## src/rtl/burst_pkg.sv

```systemverilog
package burst_pkg;

  // Burst ordering, captured while reset is held.
  typedef enum logic {
    ORDER_LINEAR     = 1'b0,
    ORDER_INTERLEAVE = 1'b1
  } order_e;

endpackage

```

## src/rtl/burst_mode_latch.sv

```systemverilog
module burst_mode_latch
  import burst_pkg::*;
(
  input  logic   clk,
  input  logic   rst_n,
  input  logic   mode_i,
  output order_e order_o
);

  order_e order_q;

  // The mode pin is followed only while reset is held and frozen afterwards.
  always_ff @(posedge clk) begin
    if (!rst_n) order_q <= order_e'(mode_i);
  end

  assign order_o = order_q;

  // once out of reset the captured order never moves
  assert_mode_frozen_R8: assert property (@(posedge clk) disable iff (!rst_n)
    rst_n |=> $stable(order_q));

endmodule

```

## src/rtl/burst_beat_counter.sv

```systemverilog
module burst_beat_counter #(
  parameter int BEAT_W = 2
) (
  input  logic              clk,
  input  logic              rst_n,
  input  logic              load_i,
  input  logic              adv_i,
  output logic [BEAT_W-1:0] beat_o,
  output logic              wrap_o
);

  localparam logic [BEAT_W-1:0] LAST_BEAT = {BEAT_W{1'b1}};
  localparam logic [BEAT_W-1:0] ONE_BEAT  = BEAT_W'(1);

  logic [BEAT_W-1:0] beat_q;
  logic              step_evt;

  assign step_evt = adv_i && !load_i;
  assign wrap_o   = step_evt && (beat_q == LAST_BEAT);

  always_ff @(posedge clk) begin
    if (!rst_n)        beat_q <= '0;
    else if (load_i)   beat_q <= '0;
    else if (step_evt) beat_q <= beat_q + ONE_BEAT;
  end

  assign beat_o = beat_q;

  // a step from the last beat lands back on beat zero
  assert_beat_wrap_R9: assert property (@(posedge clk) disable iff (!rst_n)
    wrap_o |=> (beat_o == '0));

  // no strobe, no movement
  assert_beat_hold_R5: assert property (@(posedge clk) disable iff (!rst_n)
    (!load_i && !adv_i) |=> $stable(beat_o));

  // any load restarts at beat zero, whatever the advance strobe does
  assert_load_beat_zero_R6: assert property (@(posedge clk) disable iff (!rst_n)
    load_i |=> (beat_o == '0));

endmodule

```

## src/rtl/burst_order_map.sv

```systemverilog
module burst_order_map
  import burst_pkg::*;
#(
  parameter int BEAT_W = 2
) (
  input  logic [BEAT_W-1:0] start_low_i,
  input  logic [BEAT_W-1:0] beat_i,
  input  order_e            order_i,
  output logic [BEAT_W-1:0] low_o
);

  // Linear order: wrap-around sum inside the block.
  function automatic logic [BEAT_W-1:0] linear_offset(
    input logic [BEAT_W-1:0] s,
    input logic [BEAT_W-1:0] n
  );
    return s + n;
  endfunction

  // Interleaved order: bitwise toggle of the start by the beat index.
  function automatic logic [BEAT_W-1:0] interleave_offset(
    input logic [BEAT_W-1:0] s,
    input logic [BEAT_W-1:0] n
  );
    return s ^ n;
  endfunction

  always_comb begin
    if (order_i == ORDER_INTERLEAVE) low_o = interleave_offset(start_low_i, beat_i);
    else                             low_o = linear_offset(start_low_i, beat_i);
  end

endmodule

```

## src/rtl/burst_addr_gen.sv

```systemverilog
module burst_addr_gen
  import burst_pkg::*;
#(
  parameter int ADDR_W = 20,
  parameter int BEAT_W = 2
) (
  input  logic              clk,
  input  logic              rst_n,
  input  logic              load_i,
  input  logic [ADDR_W-1:0] start_addr_i,
  input  logic              adv_i,
  input  logic              mode_i,
  output logic [ADDR_W-1:0] addr_o
);

  localparam int            HI_W     = ADDR_W - BEAT_W;
  localparam logic [BEAT_W-1:0] ONE_BEAT = BEAT_W'(1);

  order_e            order;
  logic [BEAT_W-1:0] beat;
  logic              wrap_evt;
  logic              step_evt;
  logic [ADDR_W-1:0] base_q;
  logic [BEAT_W-1:0] low;

  // Named events for the checks below.
  assign step_evt = adv_i && !load_i;

  burst_mode_latch u_mode (
    .clk     (clk),
    .rst_n   (rst_n),
    .mode_i  (mode_i),
    .order_o (order)
  );

  burst_beat_counter #(.BEAT_W(BEAT_W)) u_beat (
    .clk    (clk),
    .rst_n  (rst_n),
    .load_i (load_i),
    .adv_i  (adv_i),
    .beat_o (beat),
    .wrap_o (wrap_evt)
  );

  // Start address of the current burst; only a load rewrites it.
  always_ff @(posedge clk) begin
    if (!rst_n)      base_q <= '0;
    else if (load_i) base_q <= start_addr_i;
  end

  burst_order_map #(.BEAT_W(BEAT_W)) u_map (
    .start_low_i (base_q[BEAT_W-1:0]),
    .beat_i      (beat),
    .order_i     (order),
    .low_o       (low)
  );

  assign addr_o = {base_q[ADDR_W-1:BEAT_W], low};

  // the cycle after reset shows address zero
  assert_reset_zero_R1: assert property (@(posedge clk) disable iff (!rst_n)
    $past(!rst_n) |-> (addr_o == '0));

  // a load shows its start address one cycle later
  assert_load_start_R2: assert property (@(posedge clk) disable iff (!rst_n)
    load_i |=> (addr_o == $past(start_addr_i)));

  // load wins over a simultaneous advance
  assert_load_over_adv_R6: assert property (@(posedge clk) disable iff (!rst_n)
    (load_i && adv_i) |=> (addr_o == $past(start_addr_i)));

  // linear steps add one to the low bits
  assert_linear_step_R3: assert property (@(posedge clk) disable iff (!rst_n)
    (step_evt && order == ORDER_LINEAR) |=>
      (addr_o[BEAT_W-1:0] == $past(addr_o[BEAT_W-1:0]) + ONE_BEAT));

  // interleaved steps toggle the bits that change in the beat index
  assert_interleave_step_R4: assert property (@(posedge clk) disable iff (!rst_n)
    (step_evt && order == ORDER_INTERLEAVE) |=>
      ((addr_o[BEAT_W-1:0] ^ $past(addr_o[BEAT_W-1:0])) ==
       ($past(beat) ^ ($past(beat) + ONE_BEAT))));

  // no strobe leaves the address alone
  assert_addr_hold_R5: assert property (@(posedge clk) disable iff (!rst_n)
    (!load_i && !adv_i) |=> $stable(addr_o));

  // upper bits only move on a load
  assert_upper_hold_R7: assert property (@(posedge clk) disable iff (!rst_n)
    !load_i |=> (addr_o[ADDR_W-1:BEAT_W] == $past(addr_o[ADDR_W-1:BEAT_W])));

  // a wrap returns the low bits to those of the loaded start
  assert_wrap_start_R9: assert property (@(posedge clk) disable iff (!rst_n)
    wrap_evt |=> (addr_o == base_q));

  initial begin
    assert_width_R7: assert (HI_W > 0);
  end

endmodule

```

## config.mk

```make
export PLATFORM = sky130hd
export DESIGN_NAME = burst_addr_gen
export DESIGN_NICKNAME = d
export VERILOG_FILES = /design/src/rtl/burst_pkg.sv /design/src/rtl/burst_mode_latch.sv /design/src/rtl/burst_beat_counter.sv /design/src/rtl/burst_order_map.sv /design/src/rtl/burst_addr_gen.sv
export SDC_FILE = /design/constraint.sdc
export NUM_CORES = 1
export LEC_CHECK = 0
export BUFFER_PORTS_ARGS = -buffer_cell sky130_fd_sc_hd__buf_2
export CORE_ASPECT_RATIO = 1.1
export CORE_MARGIN = 4
export CORE_UTILIZATION = 45
export DETAILED_ROUTE_END_ITERATION = 8
export PLACE_DENSITY = 0.73
export SLEW_MARGIN = 10
export SYNTH_ARGS = -nofsm -noshare
export SYNTH_HDL_FRONTEND = slang
export SYNTH_SLANG_ARGS = --single-unit
```

## constraint.sdc

```tcl
create_clock -name clk -period 1.1 [get_ports clk]
set_clock_uncertainty 0.05 [all_clocks]
set_input_delay 0.11 -clock clk [delete_from_list [all_inputs] [get_ports clk]]
set_output_delay 0.11 -clock clk [all_outputs]
set_load 0.02 [all_outputs]
```

==> run_results.csv, run 1 <==
group,metric,value,unit
run_status,status,"finished with violations",
run_status,violations,"negative setup slack",
power_and_ir_drop,swShare,0.2587,
sta,slew_viol_final,0,
worst_setup_path,worstPathRequired,0.94,ns
global_route,grt_util_all_layers,0.1369,
worst_setup_path,endpoint_kind,"output pin",
worst_setup_path,slowest_delay,0.36,ns
yosys,synth_cells,96,
global_route,antenna_found_initial,0,
clocking,clkLatencyLatePin,0.29,ns
yosys,synth_flop_cell,"dfxtp_1",
yosys,synth_top_area_frac,0.4433,
placed_design,portBuffers,44,
layout,synthToLayoutAreaGrowth,34.01,%
yosys,yosysWarnings,0,
global_route,grt_overflow_total,0,
worst_setup_path,critical-path-slowest-cell,"dfxtp_2",
yosys,avgSynthCellArea,10.35,µm²
yosys,yosys_register_bits,23,
global_route,grt_first_pass_wirelength,3.118,mm
layout,fin_cells,168,
detailed_routing,viasPerCell,4.339,
sta,timing.fmax,736.2,MHz
yosys,synth_top_area_cell,"dfxtp_1",
layout,num_antenna_cells,0,
floorplanning,die-area,3024,µm²
floorplanning,die_y,57.28,µm
sta,setup_viol,2,
worst_setup_path,cp-start-kind,"register",
floorplanning,rows,17,
worst_setup_path,crit_arrival,1.20,ns
detailed_routing,vias,729,
layout,drive_gt1_frac,0.4143,
worst_setup_path,crit_fanout,2,
power_and_ir_drop,p_per_area,1210,nW/µm²
worst_setup_path,crit_type,"register to output pin",
run,cap_violations,0,
detailed_routing,dr.pass1.iters,2,
sta,finalCritPeriodShare,1.235,
detailed_routing,wire_per_inst,11.29,µm
power_and_ir_drop,p_comb_frac,0.203,
floorplanning,die_x,52.80,µm
detailed_routing,drc_errors,0,
yosys,netlist_top_cells_area,"dfxtp_1 (44%), mux2i_1 (20%), buf_4 (14%)",
layout,nets,167,
floorplanning,io_pins,45,
global_route,grt_pass1_vias,714,
detailed_routing,wl,1.896,mm
power_and_ir_drop,switchingPower,0.0004166,W
yosys,synth_async_sr_flop_share,0,
yosys,synth.most_common_cell,"dfxtp_1",
clocking,path_clk_slew,0.12,ns
clocking,cts_buffer_depth,2,
yosys,synth_area,993.5,µm²
sta,worst_pin_slew,0.2471,ns
clocking,root_buffer,"clkbuf_4",
placed_design,gp_congestion,0.6486,
clocking,htree_levels,1,
detailed_routing,first_iter_violations,1,
sta,finalHoldViolCount,0,
power_and_ir_drop,internal_power,0.001194,W
yosys,ys_seq_area_frac,0.4736,
power_and_ir_drop,p_clk_frac,0.229,
clocking,clkSinkCount,23,
floorplanning,start_util,0.4815,
hold_path,hold_class,"input port to register",
detailed_routing,drtAntennaViolNets,0,
sta,rsz0062_at_grt,"true",
sta,layout_setup_ws,-0.2583,ns
yosys,syn_nets,122,
clocking,cts_tree,"done",
global_route,grt_start_max_net_pins,22,
yosys,synth.distinct_cells,16,
worst_setup_path,crit_chain,"ha_4, nor2b_4, xnor2_2, buf_4",
clocking,cts_setup_buffers,0,
placed_design,place_inst,150,
yosys,synthTopCellsByCount,"dfxtp_1 (22), nor2_1 (21), mux2i_1 (20), buf_4 (18), xnor2_1 (3)",
placed_design,dp.final_hpwl,1.333,mm
sta,relSlewSlack,0.8341,
power_and_ir_drop,p_leak,0.6806,nW
sta,finalCriticalPeriod,1.358,ns
floorplanning,coreArea,2063,µm²
power_and_ir_drop,seq_power_share,0.568,
clocking,cts_buffers,3,
yosys,synth_edf_count,1,
sta,whs,0.004919,ns
power_and_ir_drop,ir_drop,829.0,µV
==> critical path: cells and delay by family (launching register included) <==
family / cells / cell delay, ns
and+or+nand+nor: 1 / 0.12
xor gates and xnor gates: 1 / 0.12
DFF: 1 / 0.36
adders and majority gates: 1 / 0.15
buffers and inverters: 1 / 0.16
==> layout make-up <==
class | instances | area, µm²
well taps | 28 | 35.03
fillers | 173 | 732.0
clock inverters | 1 | 5.005
multi-input cells | 50 | 380.4
clock buffers | 3 | 22.52
flip-flops and latches | 23 | 473.0
repair buffers | 62 | 411.6
inverters | 1 | 3.754
==> cells in the final DEF (no fill, tap or decap) <==
| master | count |
|---|---|
| buf_2 | 42 |
| nor2_1 | 21 |
| mux2i_1 | 20 |
| dfxtp_1 | 20 |
| dlygate4sd3_1 | 14 |
| buf_4 | 4 |
| clkbuf_4 | 3 |
| xnor2_1 | 2 |
| dfxtp_2 | 2 |
| nor2b_4 | 1 |
| xnor2_2 | 1 |
| inv_1 | 1 |
| a21bo_2 | 1 |
| nand3b_1 | 1 |
| nand2b_1 | 1 |
| a21oi_1 | 1 |
| ha_4 | 1 |
| clkinv_2 | 1 |
| buf_6 | 1 |
| buf_12 | 1 |
| edfxtp_1 | 1 |
==> path summary, 6_finish.rpt <==
path	endpoint	from	slack [ns]	cells past startpoint
min	base_q[6]	start_addr_i[6]	0.005	3
max reg2reg	u_beat.beat_o[1]	u_beat.beat_o[0]	0.22	3
min reg2reg	base_q[19]	base_q[19]	0.46	2
max	addr_o[1]	u_beat.beat_o[0]	-0.26	4
==> layer usage <==
metal | track usage | wire length, µm | vias up
met5 | 0 | 0 | -
met3 | 0.02872 | 105 | 2
met2 | 0.2358 | 1021 | 21
li1 | - | - | 381
met4 | 0.04380 | 16 | 0
met1 | 0.1669 | 753 | 325
==> flip-flops by register name, indices dropped and copies added (netlist names) <==
signal and count:
u_mode.order_o 1, u_beat.beat_o 2, base_q 20
==> through the flow <==
stage / utilization / cell area, µm² / setup slack (ns) / TNS, ns / total power, W
after floorplan: - / 1001 / 0.04256 / 0 / 0.001150
after global placement: 0.5488 / 1132 / 0.01118 / 0 / 0.001202
after detailed placement: 0.5488 / 1132 / -0.001048 / -0.001048 / 0.001210
after CTS: 0.6452 / 1331 / -0.2601 / -0.3537 / 0.001630
after global routing: 0.6452 / 1331 / -0.3115 / -0.4322 / 0.001693
final: 0.6452 / 1331 / -0.2583 / -0.3345 / 0.001610
==> kinds of logic after synthesis <==
group                      synth area share
DFF                                  0.4736
xor gates and xnor gates            0.02645
muxes                                0.2015
buffers and inverters                0.1713
adders and majority gates           0.01259
and+or+nand+nor                     0.09951
AOI/OAI and AO/OA                   0.01511
==> what timing repair did <==
item	in CTS	in global routing
hold buffers	14	0
gates cloned	0	0
resized for setup	9	0
setup endpoints to repair	2	2
endpoints found under the hold margin	14	0
==> power by group through the flow <==
| stage | Sequential (W) | Combinational [W] | Clock, W |
|---|---|---|---|
| 6_report | 0.000914 | 0.000327 | 0.000369 |
| 4_1_cts | 0.000915 | 0.000330 | 0.000384 |
| 2_1_floorplan | 0.000926 | 0.000225 | 0 |
| 3_3_place_gp | 0.000927 | 0.000275 | 0 |
| 5_1_grt | 0.000921 | 0.000357 | 0.000414 |
| 3_5_place_dp | 0.000929 | 0.000282 | 0 |
No activity file was read; power rests on OpenSTA's default activity.
==> inputs of run 2 (changes only) <==
Settings changed: CORE_UTILIZATION 45 to 42, CTS_BUF_LIST set to sky130_fd_sc_hd__clkbuf_2, PLACE_DENSITY 0.73 to 0.69.
==> run 2 against run 1 <==
  * The flow still finishes with violations (negative setup slack)
  * Sequential share of layout area is 1.9 points lower
  * Global-route usage is 1.5 points higher
  * Power is 1.1% lower
  * Hold slack improved by 0.21 ns
  * Largest cell class is now non-clock buffers
  * Maximum frequency decreased by 2.9%
  * Clock power decreased by 14%
==> run_results.csv, run 2 (synthesis results as in run 1) <==
group,metric,value,unit
run_status,violations,"negative setup slack",
power_and_ir_drop,p_per_area,1120,nW/µm²
placed_design,dp.final_hpwl,1.294,mm
detailed_routing,wl,2.130,mm
detailed_routing,dr.pass1.iters,4,
hold_path,hold_class,"input port to register",
global_route,grt_first_pass_wirelength,3.567,mm
floorplanning,rows,18,
floorplanning,die-area,3208,µm²
sta,relSlewSlack,0.8249,
floorplanning,die_y,59.01,µm
layout,final_cell_mix,"buf_2 (42), dlygate4sd3_1 (23), nor2_1 (21)",
power_and_ir_drop,p_leak,0.7183,nW
worst_setup_path,crit_type,"register to output pin",
worst_setup_path,reg2reg_depth,3,
layout,fill_cells,191,
worst_setup_path,crit_arrival,1.24,ns
run_status,status,"finished with violations",
layout,layout_commonest_cell,"buf_2",
sta,layout_setup_ws,-0.2988,ns
global_route,grt_util_all_layers,0.1520,
worst_setup_path,timing.rr.start,"u_beat.beat_o[0]",
worst_setup_path,endpoint,"addr_o[1]",
sta,finalCritPeriodShare,1.272,
detailed_routing,drtAntennaViolNets,0,
clocking,htree_levels,1,
layout,largest_reg_flops,20,
sta,whs,0.2193,ns
power_and_ir_drop,totalPowerFinal,0.001592,W
floorplanning,start_util,0.4411,
floorplanning,coreArea,2252,µm²
clocking,path_clk_slew,0.21,ns
layout,regMostFlops,"base_q",
worst_setup_path,crit_start,"u_beat.beat_o[0]",
worst_setup_path,worstPathRequired,0.94,ns
global_route,grt_start_max_net_pins,22,
placed_design,portBuffers,44,
layout,synthToLayoutAreaGrowth,43.07,%
sta,slew_viol_final,0,
sta,worst_pin_slew,0.2607,ns
clocking,root_buffer,"clkbuf_2",
clocking,clkSinkCount,23,
clocking,cts_setup_buffers,0,
global_route,grt_overflow_total,0,
layout,drive_gt1_frac,0.4161,
clocking,clkLatencyLatePin,0.31,ns
worst_setup_path,crit_fanout,2,
detailed_routing,drc_errors,0,
placed_design,pre_cts_ws,-0.03055,ns
clocking,cts_buffer_depth,2,
layout,nets,176,
layout,num_antenna_cells,0,
run,cap_violations,0,
worst_setup_path,cp-start-kind,"register",
sta,finalCriticalPeriod,1.399,ns
detailed_routing,first_iter_violations,9,
clocking,cts_tree,"done",
floorplanning,io_pins,45,
worst_setup_path,rrSetupSlack,0.19,ns
detailed_routing,vias,790,
placed_design,gp_congestion,0.6385,
worst_setup_path,worstReg2RegEnd,"u_beat.beat_o[1]",
sta,setup_viol,2,
sta,timing.fmax,714.9,MHz
power_and_ir_drop,ir_drop,788.4,µV
worst_setup_path,endpoint_kind,"output pin",
detailed_routing,viasPerCell,4.413,
detailed_routing,wire_per_inst,11.90,µm
floorplanning,die_x,54.37,µm
global_route,antenna_found_initial,0,
global_route,grt_pass1_vias,830,
clocking,cts_buffers,3,
sta,finalHoldViolCount,0,
sta,rsz0062_at_grt,"true",
-- run 2: final cells by class --
cell class                 count  area (µm²)  share of cell area
clock buffer                   3       15.01             0.01056
clock inverter                 1       5.005            0.003521
inverter                       1       3.754            0.002641
multi-input combinational     50       380.4              0.2676
sequential                    23       478.0              0.3363
tap                           30       37.54             0.02641
timing repair buffer          71       501.7              0.3530
-- run 2: what timing repair did --
action | in CTS | in global routing
hold buffers | 23 | 0
endpoints found under the setup margin | 2 | 6
hold endpoints to repair | 23 | 0
pin swaps | 2 | 1
resized for setup | 9 | 4
-- run 2: metrics by stage --
stage	cells	TNS, ns	util	instance area, µm²
after floorplan	96	0	-	1001
after global placement	152	0	0.5039	1135
after detailed placement	152	-0.03055	0.5039	1135
after CTS	179	-0.4855	0.6289	1416
after global routing	179	-0.5433	0.6311	1421
final	179	-0.4209	0.6311	1421
-- run 2: critical path, stage by stage, from the launching register on --
cell and delay, ns:
dfxtp_2 0.38, ha_4 0.14, nor2b_4 0.12, xnor2_2 0.12, buf_4 0.16
-- run 2: report_power, final --
group          switching, W  total (W)  internal [W]
registers         0.0000265   0.000918      0.000892
clock network      0.000236   0.000319     0.0000825
logic              0.000165   0.000355      0.000191
total              0.000428    0.00159       0.00116
-- run 2: how the worst min path moves through the flow --
stage                                 to  cells after the start    from  slack (ns)
final                          base_q[3]                      4  load_i        0.22
after CTS                     base_q[13]                      4  load_i        0.19
after global placement    u_mode.order_o                      1  mode_i        0.24
after detailed placement  u_mode.order_o                      1  mode_i        0.25
after global routing          base_q[13]                      4  load_i        0.20
after floorplan           u_mode.order_o                      0  mode_i        0.16
-- run 2: layer usage --
metal	GRT usage	up-vias	wire length [µm]
li1	-	397	-
met4	0.04270	0	0
met5	0	-	0
met1	0.1601	362	851
met3	0.03526	0	164
met2	0.2889	31	1113
==> inputs of run 3 (changes only) <==
Settings changed: PLACE_DENSITY 0.69 to 0.68, SYNTH_HIERARCHICAL set to 1.
==> run 3 against run 2 <==
  * Clock-buffer cell count is the same
  * Hold slack lost 0.11 ns
  * Critical path depth is the same
  * Critical path type unchanged
  * Synthesized cell count is the same
  * Combinational power grew 2%
  * The flow still finishes with violations (negative setup slack)
  * Sequential power grew 0.4%
  * Non-clock buffer count shrank 3
  * Flip-flop and latch count is the same
  * Via count shrank 2.0%
==> run_results.csv, run 3 <==
group,metric,value,unit
worst_setup_path,crit_arrival,1.26,ns
yosys,syn_nets,123,
placed_design,portBuffers,44,
detailed_routing,dr.pass1.iters,4,
clocking,root_buffer,"clkbuf_2",
sta,finalCriticalPeriod,1.417,ns
detailed_routing,viasPerCell,4.398,
clocking,htree_levels,1,
sta,timing.fmax,705.9,MHz
power_and_ir_drop,p_clk_frac,0.206,
detailed_routing,wl,2.184,mm
layout,fin_area,1466,µm²
worst_setup_path,timing.rr.start,"u_beat/beat_o[0]",
power_and_ir_drop,swShare,0.2727,
run_status,status,"finished with violations",
floorplanning,rows,18,
worst_setup_path,crit_start,"base_q[0]",
power_and_ir_drop,p_leak,0.7181,nW
floorplanning,start_util,0.4509,
worst_setup_path,cp-start-kind,"register",
global_route,grt_util_all_layers,0.1397,
sta,worst_pin_slew,0.3078,ns
floorplanning,coreArea,2320,µm²
global_route,grt_overflow_total,0,
floorplanning,die-area,3354,µm²
yosys,avgSynthCellArea,10.90,µm²
yosys,yosysWarnings,6,
worst_setup_path,worstPathRequired,0.94,ns
placed_design,dp.final_hpwl,1.301,mm
hold_path,min_from,"rst_n",
yosys,synth_cells,96,
run,cap_violations,0,
sta,finalCritPeriodShare,1.288,
layout,num_antenna_cells,0,
power_and_ir_drop,switchingPower,0.0004409,W
layout,synthToLayoutAreaGrowth,40.19,%
sta,relSlewSlack,0.7948,
power_and_ir_drop,internal_power,0.001176,W
power_and_ir_drop,ir_drop,730.6,µV
worst_setup_path,slowest_delay,0.40,ns
yosys,synth_area,1046,µm²
global_route,antenna_found_initial,0,
run_status,violations,"negative setup slack",
power_and_ir_drop,seq_power_share,0.570,
power_and_ir_drop,p_per_area,1103,nW/µm²
clocking,cts_buffers,3,
clocking,path_clk_slew,0.22,ns
layout,layout_commonest_cell,"buf_2",
layout,final_cell_mix,"buf_2 (41), dlygate4sd3_1 (22), mux2i_1 (21)",
worst_setup_path,rrSetupSlack,-0.02,ns
sta,setup_viol,3,
floorplanning,die_y,60.34,µm
worst_setup_path,worstReg2RegEnd,"u_beat/beat_o[1]",
layout,largest_reg_flops,20,
global_route,grt_first_pass_wirelength,3.657,mm
clocking,cts_setup_buffers,0,
hold_path,min_to,"base_q[15]",
worst_setup_path,crit_family,"flip-flops",
sta,rsz0062_at_grt,"true",
layout,nets,174,
sta,layout_setup_ws,-0.3167,ns
worst_setup_path,crit_chain,"ha_4, nor2b_4, xnor2_2, buf_4",
global_route,grt_pass1_vias,794,
worst_setup_path,crit_fanout,2,
sta,fin_tns_setup,-0.4820,ns
worst_setup_path,reg2reg_depth,4,
detailed_routing,drtAntennaViolNets,0,
clocking,clkSinkCount,23,
sta,finalHoldViolCount,0,
global_route,grt_start_max_net_pins,23,
detailed_routing,vias,774,
hold_path,hold_class,"input port to register",
layout,regMostFlops,"base_q",
hold_path,whs_path_depth,2,
worst_setup_path,path_buf_inv,1,
sta,slew_viol_final,0,
placed_design,gp_congestion,0.6303,
floorplanning,io_pins,45,
clocking,cts_tree,"done",
placed_design,place_inst,150,
detailed_routing,first_iter_violations,24,
floorplanning,die_x,55.58,µm
worst_setup_path,critical-path-slowest-cell,"dfxtp_2",
worst_setup_path,crit_type,"register to output pin",
layout,drive_gt1_frac,0.4452,
detailed_routing,wire_per_inst,12.41,µm
layout,fin_cells,176,
clocking,cts_buffer_depth,2,
placed_design,placed_area,1174,µm²
detailed_routing,drc_errors,0,
worst_setup_path,critical_path_depth,4,
sta,whs,0.1083,ns
worst_setup_path,endpoint_kind,"output pin",
power_and_ir_drop,p_comb_frac,0.224,
clocking,clkLatencyLatePin,0.31,ns
==> run 3: changes by cell type in the layout (fill, tap and decap cells not counted), moves of 2 or more <==
| cell | change |
|---|---|
| nor2b_1 | +20 |
| buf_4 | -2 |
| nor2_1 | -19 |
| dfxtp_1 | -5 |
| dfxtp_2 | +5 |
==> run 3: metal layers <==
metal | track usage | share of wire
met5 | 0 | 0
met4 | 0.05208 | 0.0055
met1 | 0.1586 | 0.42
met2 | 0.2584 | 0.50
met3 | 0.03404 | 0.073
==> run 3: cell type report <==
cell class / instances / area, µm²
fill: 193 / 853.3
multi-input combinational: 50 / 441.7
tap: 30 / 37.54
sequential: 23 / 484.2
clock inverter: 1 / 5.005
clock buffer: 3 / 15.01
inverter: 1 / 3.754
timing repair buffer: 68 / 479.2
==> run 3: power by group through the flow <==
stage	logic, W	clock network [W]	registers [W]
after CTS	0.000359	0.000350	0.000918
final	0.000363	0.000332	0.000922
after global placement	0.000279	0	0.000927
after detailed placement	0.000287	0	0.000928
after global routing	0.000393	0.000385	0.000929
after floorplan	0.000233	0	0.000926
==> run 3: worst max-delay path by stage <==
stage | to | slack [ns]
2_1_floorplan | addr_o[1] | 0.07
3_3_place_gp | addr_o[1] | 0.01
3_5_place_dp | addr_o[1] | -0.06
4_1_cts | addr_o[1] | -0.33
5_1_grt | addr_o[1] | -0.38
6_report | addr_o[1] | -0.32
==> run 3: through the flow <==
| stage | utilization | setup WS, ns | power, W |
|---|---|---|---|
| finish | 0.6321 | -0.3167 | 0.001617 |
| global route | 0.6321 | -0.3791 | 0.001707 |
| CTS | 0.6262 | -0.3310 | 0.001627 |
| detailed placement | 0.5059 | -0.06048 | 0.001215 |
| global placement | 0.5059 | 0.01142 | 0.001206 |
| floorplan | - | 0.06752 | 0.001159 |
==> run 3: worst reg2reg max path: stages, from the launching register on <==
cell and delay, ns:
dfxtp_2 0.38, buf_4 0.14, ha_1 0.29, mux2i_1 0.14, nor2_1 0.05
==> run 3: repair_timing <==
action	in CTS	in global routing
hold buffers	22	0
setup endpoints to repair	3	12
hold endpoints to repair	23	0
resized for setup	10	10
